## src/rtl/cbm_pkg.sv

```systemverilog
package cbm_pkg;
    // Address geometry of the cartridge bus
    localparam int ADDR_W      = 24;
    localparam int DATA_W      = 16;
    localparam int CTRL_W      = 8;
    localparam int SRAM_AW     = 16;
    localparam int BANK_SHIFT  = 18;                 // 256 KB banks
    localparam int BANK_W      = ADDR_W - BANK_SHIFT;
    localparam int PAGE_SHIFT  = 16;                 // 64 KB pages
    localparam int PAGE_W      = ADDR_W - PAGE_SHIFT;

    // Control byte bit positions
    localparam int CTRL_LOCK   = 5;
    localparam int CTRL_SWAP   = 7;

    // Decode constants
    localparam logic [3:0]        REG_NIBBLE = 4'hE;
    localparam logic [PAGE_W-1:0] REG_PAGE   = '0;
    localparam logic [BANK_W-1:0] BOOT_BANK  = 6'h00;
    localparam logic [BANK_W-1:0] TOP_BANK   = 6'h0E;   // 0x380000
    localparam logic [BANK_W-1:0] ALIAS_BANK = 6'h0F;   // 0x3C0000
    localparam logic [PAGE_W-1:0] SRAM_PAGE  = 8'h40;   // 0x400000
    localparam logic [1:0]        ROM_TOP    = 2'b00;   // below 0x400000

    typedef struct packed {
        logic [CTRL_W-1:0] ctrl;
    } cbm_state_t;
endpackage

```

## src/rtl/cbm_wr_decode.sv

```systemverilog
module cbm_wr_decode
    import cbm_pkg::*;
#(
    parameter int PW = PAGE_W,
    parameter int DW = DATA_W,
    parameter int CW = CTRL_W
) (
    input  logic [PW-1:0] page,
    input  logic [3:0]    nibble,
    input  logic          odd,
    input  logic          we,
    input  logic          word,
    input  logic [DW-1:0] wdata,
    output logic          hit,
    output logic [CW-1:0] wbyte
);
    localparam int HI_LSB = DW - CW;

    always_comb begin
        hit = we && (page == REG_PAGE) && (nibble == REG_NIBBLE);
        if (word || odd) begin
            wbyte = wdata[CW-1:0];
        end else begin
            wbyte = wdata[DW-1:HI_LSB];
        end
    end
endmodule

```

## src/rtl/cbm_ctrl_reg.sv

```systemverilog
module cbm_ctrl_reg
    import cbm_pkg::*;
#(
    parameter int CW = CTRL_W
) (
    input  logic          clk,
    input  logic          rst_n,
    input  logic          hit,
    input  logic [CW-1:0] wbyte,
    output logic [CW-1:0] ctrl
);
    cbm_state_t state_d, state_q;

    always_comb begin
        state_d = state_q;
        if (hit && !state_q.ctrl[CTRL_LOCK]) begin
            state_d.ctrl = wbyte;
        end
    end

    always_ff @(posedge clk or negedge rst_n) begin
        if (!rst_n) begin
            state_q <= '0;
        end else begin
            state_q <= state_d;
        end
    end

    assign ctrl = state_q.ctrl;
endmodule

```

## src/rtl/cbm_xlate.sv

```systemverilog
module cbm_xlate
    import cbm_pkg::*;
#(
    parameter int AW = ADDR_W,
    parameter int CW = CTRL_W,
    parameter int SW = SRAM_AW
) (
    input  logic [AW-1:0] addr,
    input  logic [CW-1:0] ctrl,
    output logic [AW-1:0] rom_addr,
    output logic          rom_sel,
    output logic          sram_sel,
    output logic [SW-1:0] sram_off
);
    localparam int BW = AW - BANK_SHIFT;
    localparam int PW = AW - PAGE_SHIFT;

    logic [BW-1:0] bank;
    logic [PW-1:0] page;
    logic          swap;
    logic          in_rom;
    logic          in_alias;
    logic          in_base;

    always_comb begin
        bank     = addr[AW-1:BANK_SHIFT];
        page     = addr[AW-1:PAGE_SHIFT];
        swap     = ctrl[CTRL_SWAP];
        in_rom   = (addr[AW-1:AW-2] == ROM_TOP);
        in_alias = swap && (bank == ALIAS_BANK);
        in_base  = (page == SRAM_PAGE);

        rom_addr = addr;
        if (swap && bank == BOOT_BANK) begin
            rom_addr = {TOP_BANK, addr[BANK_SHIFT-1:0]};
        end
        sram_sel = in_alias || in_base;
        rom_sel  = in_rom && !in_alias;
        sram_off = addr[SW-1:0];
    end
endmodule

```

## src/rtl/cart_bank_lock_mapper.sv

```systemverilog
module cart_bank_lock_mapper
    import cbm_pkg::*;
(
    input  logic               clk,
    input  logic               rst_n,
    input  logic [ADDR_W-1:0]  bus_addr,
    input  logic               bus_we,
    input  logic               bus_word,
    input  logic [DATA_W-1:0]  bus_wdata,
    output logic [ADDR_W-1:0]  rom_addr,
    output logic               rom_sel,
    output logic               sram_sel,
    output logic [SRAM_AW-1:0] sram_off
);
    logic              wr_hit;
    logic [CTRL_W-1:0] wr_byte;
    logic [CTRL_W-1:0] ctrl_q;

    cbm_wr_decode u_dec (
        .page   (bus_addr[ADDR_W-1:PAGE_SHIFT]),
        .nibble (bus_addr[11:8]),
        .odd    (bus_addr[0]),
        .we     (bus_we),
        .word   (bus_word),
        .wdata  (bus_wdata),
        .hit    (wr_hit),
        .wbyte  (wr_byte)
    );

    cbm_ctrl_reg u_reg (
        .clk   (clk),
        .rst_n (rst_n),
        .hit   (wr_hit),
        .wbyte (wr_byte),
        .ctrl  (ctrl_q)
    );

    cbm_xlate u_xlate (
        .addr     (bus_addr),
        .ctrl     (ctrl_q),
        .rom_addr (rom_addr),
        .rom_sel  (rom_sel),
        .sram_sel (sram_sel),
        .sram_off (sram_off)
    );
endmodule

```

## config.mk

```make
export PLATFORM = sky130hd
export DESIGN_NAME = cart_bank_lock_mapper
export DESIGN_NICKNAME = d
export VERILOG_FILES = /design/src/rtl/cbm_pkg.sv /design/src/rtl/cbm_wr_decode.sv /design/src/rtl/cbm_ctrl_reg.sv /design/src/rtl/cbm_xlate.sv /design/src/rtl/cart_bank_lock_mapper.sv
export SDC_FILE = /design/constraint.sdc
export NUM_CORES = 1
export LEC_CHECK = 0
export CORE_MARGIN = 2
export CORE_UTILIZATION = 23
export DETAILED_ROUTE_END_ITERATION = 10
export HOLD_SLACK_MARGIN = 0.03
export PLACE_DENSITY = 0.86
export SYNTH_ARGS = -nofsm -noshare
export SYNTH_HDL_FRONTEND = slang
export SYNTH_SLANG_ARGS = --single-unit
```

## constraint.sdc

```tcl
create_clock -name clk -period 3 [get_ports clk]
set_clock_uncertainty 0.1 [all_clocks]
set_input_delay 0.6 -clock clk [delete_from_list [all_inputs] [get_ports clk]]
set_output_delay 0.6 -clock clk [all_outputs]
set_load 0.1 [all_outputs]
```

==> metrics <==
status=complete, no violations; post_cts resized=0; CP arrival=2.14 ns; Initial Utilization=24.9%; CP Capture Type=primary output; final hold violation count=0; Layout Nets=115; later-pin clock latency in the skew report=0.23 ns; synthesized instance count=61; initial antenna violation count=0; H-tree Lvls=1; final WL=1180 µm; maximum fanout along the worst path=4; commonest non-fill, non-tap cell in the layout=clkdlybuf4s50_1; HP Start=u_reg.ctrl[5]$_DFFE_PN0P_; kind of cell adding the most delay to the critical path=buffers and inverters; die footprint=2580 µm²; most frequent cells in the layout=clkdlybuf4s50_1, buf_12, buf_4; cell taking the most area after synthesis=buf_4; max-slew violation count=0; Worst EP required=2.30 ns; drt first pass iters=1; Fillers=202; internal power=0.138 mW; Ports=86; Buf/Inv on CP=2; NetSw=0.141 mW; Post-DP HPWL=1010 µm; core area=2020 µm²; Post-CTS Repair Setup Buffers=0; vias in the first global route=445; PortBufs=40; Max Cap Violations=0; Avg Cell Area, Syn=8.27 µm²; clk buf depth=2; via/cell ratio=4.04; TritonCTS clock tree=yes; Logic pwr share=68.4%; Antenna Cells=0; fmax=352 MHz; Tmin final=2.84 ns; RSZ-0062 raised after global routing=no; first-pass GRT wire length=1860 µm; Unique masters post-synth=21; die width=50.8 µm; pwr dens=341 nW/µm²; DR vias=388; Seq/Total Area, Yosys=9.93%; CP cell instances=clkdlybuf4s50_1, nand2_1, or3_1, a21oi_2, buf_12; Clk Tree Root Cell=clkbuf_4; average wire per standard cell=12.3 µm; worst r2r path cells=3; GP Congestion=0.702; Detail Route Antenna Nets=0; Final Cycle Share=94.8%; Remaining DRCs=0; synth warn=0; placed cell areas=790 µm²; relative slew slack=79.5%; total overflow reported by the global router=0; top post-synthesis cells by area=buf_4, dfrtp_1, o21bai_1; initial drt markers=0; CP peak stage delay=0.64 ns; clock share of power=21.8%; CTS Buf Count=3; worst slew pin tran=0.307 ns; post-synthesis register bit count=2; row cnt=16; Mapped Nets=105; Setup Viol. Count Final=0; flop2flop setup slack=1.71 ns; switching share of power=50.7%; critical path class=primary input to primary output; share of layout cells above drive strength 1=47.8%; Worst Setup Start Kind=primary input; Hold EP=u_reg.ctrl[5]$_DFFE_PN0P_; area delta synth->final=62.3%; hold depth=1; FF-to-FF End=u_reg.ctrl[7]$_DFFE_PN0P_; Reg clk slew, reported paths=0.03 ns; hold crit path type=flip-flop to flip-flop; final total power=0.279 mW; Flop pwr share=9.8%; CTS sink count=2; Finished Cell Area=818 µm²; post-synthesis cell area=504 µm²; Max IR drop VDD=197 µV; number of hold buffers added after CTS=0; largest net degree at the start of global routing=6; gr usage total=9.87%; Largest register FFs=2; Pleak=0.343 nW; Die Span Y=50.8 µm; start of the worst register-to-register path=u_reg.ctrl[5]$_DFFE_PN0P_; Yosys top cell area share=50.6%; CP max-delay cell=clkdlybuf4s50_1
[layer usage]
layer / vias up / part of all wire [%] / GRT usage [%]
met2: 27 / 57 / 16.4
li1: 185 / - / -
met1: 176 / 34 / 9.66
met4: 0 / 0 / 7.66
met3: 0 / 9.5 / 4.09
met5: - / 0 / 0
[synthesized netlist by cell type, drive strengths merged]
cell type and instances:
buf 34, nor2 3, o21bai 3, clkbuf 2, dfrtp 2, mux2 2
nand3 2, nor4b 2, a21o 1, a21oi 1, and4b 1, dlygate4sd3 1
mux2i 1, nand2 1, nand2b 1, nand4 1, nor3 1, nor4 1
or3 1
[per-stage QoR]
stage | cells | hold slack (ns) | utilization (%) | setup WS [ns] | TNS (ns)
6_report | 96 | 0.369 | 40.5 | 0.155 | 0
5_1_grt | 96 | 0.408 | 40.5 | 0.0861 | 0
4_1_cts | 96 | 0.375 | 40.2 | 0.0547 | 0
3_5_place_dp | 93 | 0.364 | 39.0 | 0.0420 | 0
3_3_place_gp | 93 | 0.362 | 39.0 | 0.156 | 0
2_1_floorplan | 61 | 0.204 | - | -0.177 | -0.353
[power by group through the flow]
| stage | clock network [mW] | logic, mW | registers [mW] |
|---|---|---|---|
| global route | 0.0720 | 0.196 | 0.0274 |
| CTS | 0.0666 | 0.191 | 0.0274 |
| finish | 0.0607 | 0.191 | 0.0274 |
| global placement | 0 | 0.190 | 0.0277 |
| detailed placement | 0 | 0.191 | 0.0277 |
| floorplan | 0 | 0.261 | 0.0276 |
[logic make-up after synthesis]
| family | Yosys count | share of synthesized area, % |
|---|---|---|
| flops | 2 | 9.93 |
| compound gates | 5 | 6.95 |
| simple gates | 14 | 21.8 |
| mux | 3 | 7.20 |
| buf+inv | 37 | 54.1 |
[area by class of cell]
type                       count  area, µm²  share of cell area [%]
clock buffer                   3       22.5                    2.75
multi-input combinational     22        196                    24.0
sequential                     2       50.0                    6.12
tap                           27       33.8                    4.13
timing repair buffer          42        515                    63.0
[worst max path at each step]
stage                     depth (start not counted)           end  slack, ns    startpoint
after global placement                            5  rom_addr[19]       0.16  bus_addr[18]
after CTS                                         5  rom_addr[20]       0.05  bus_addr[18]
after floorplan                                   3  rom_addr[19]      -0.18  bus_addr[22]
after detailed placement                          5  rom_addr[20]       0.04  bus_addr[18]
after global routing                              5      sram_sel       0.09  bus_addr[18]
final                                             5      sram_sel       0.16  bus_addr[18]
(Power assumes the default switching activity.)
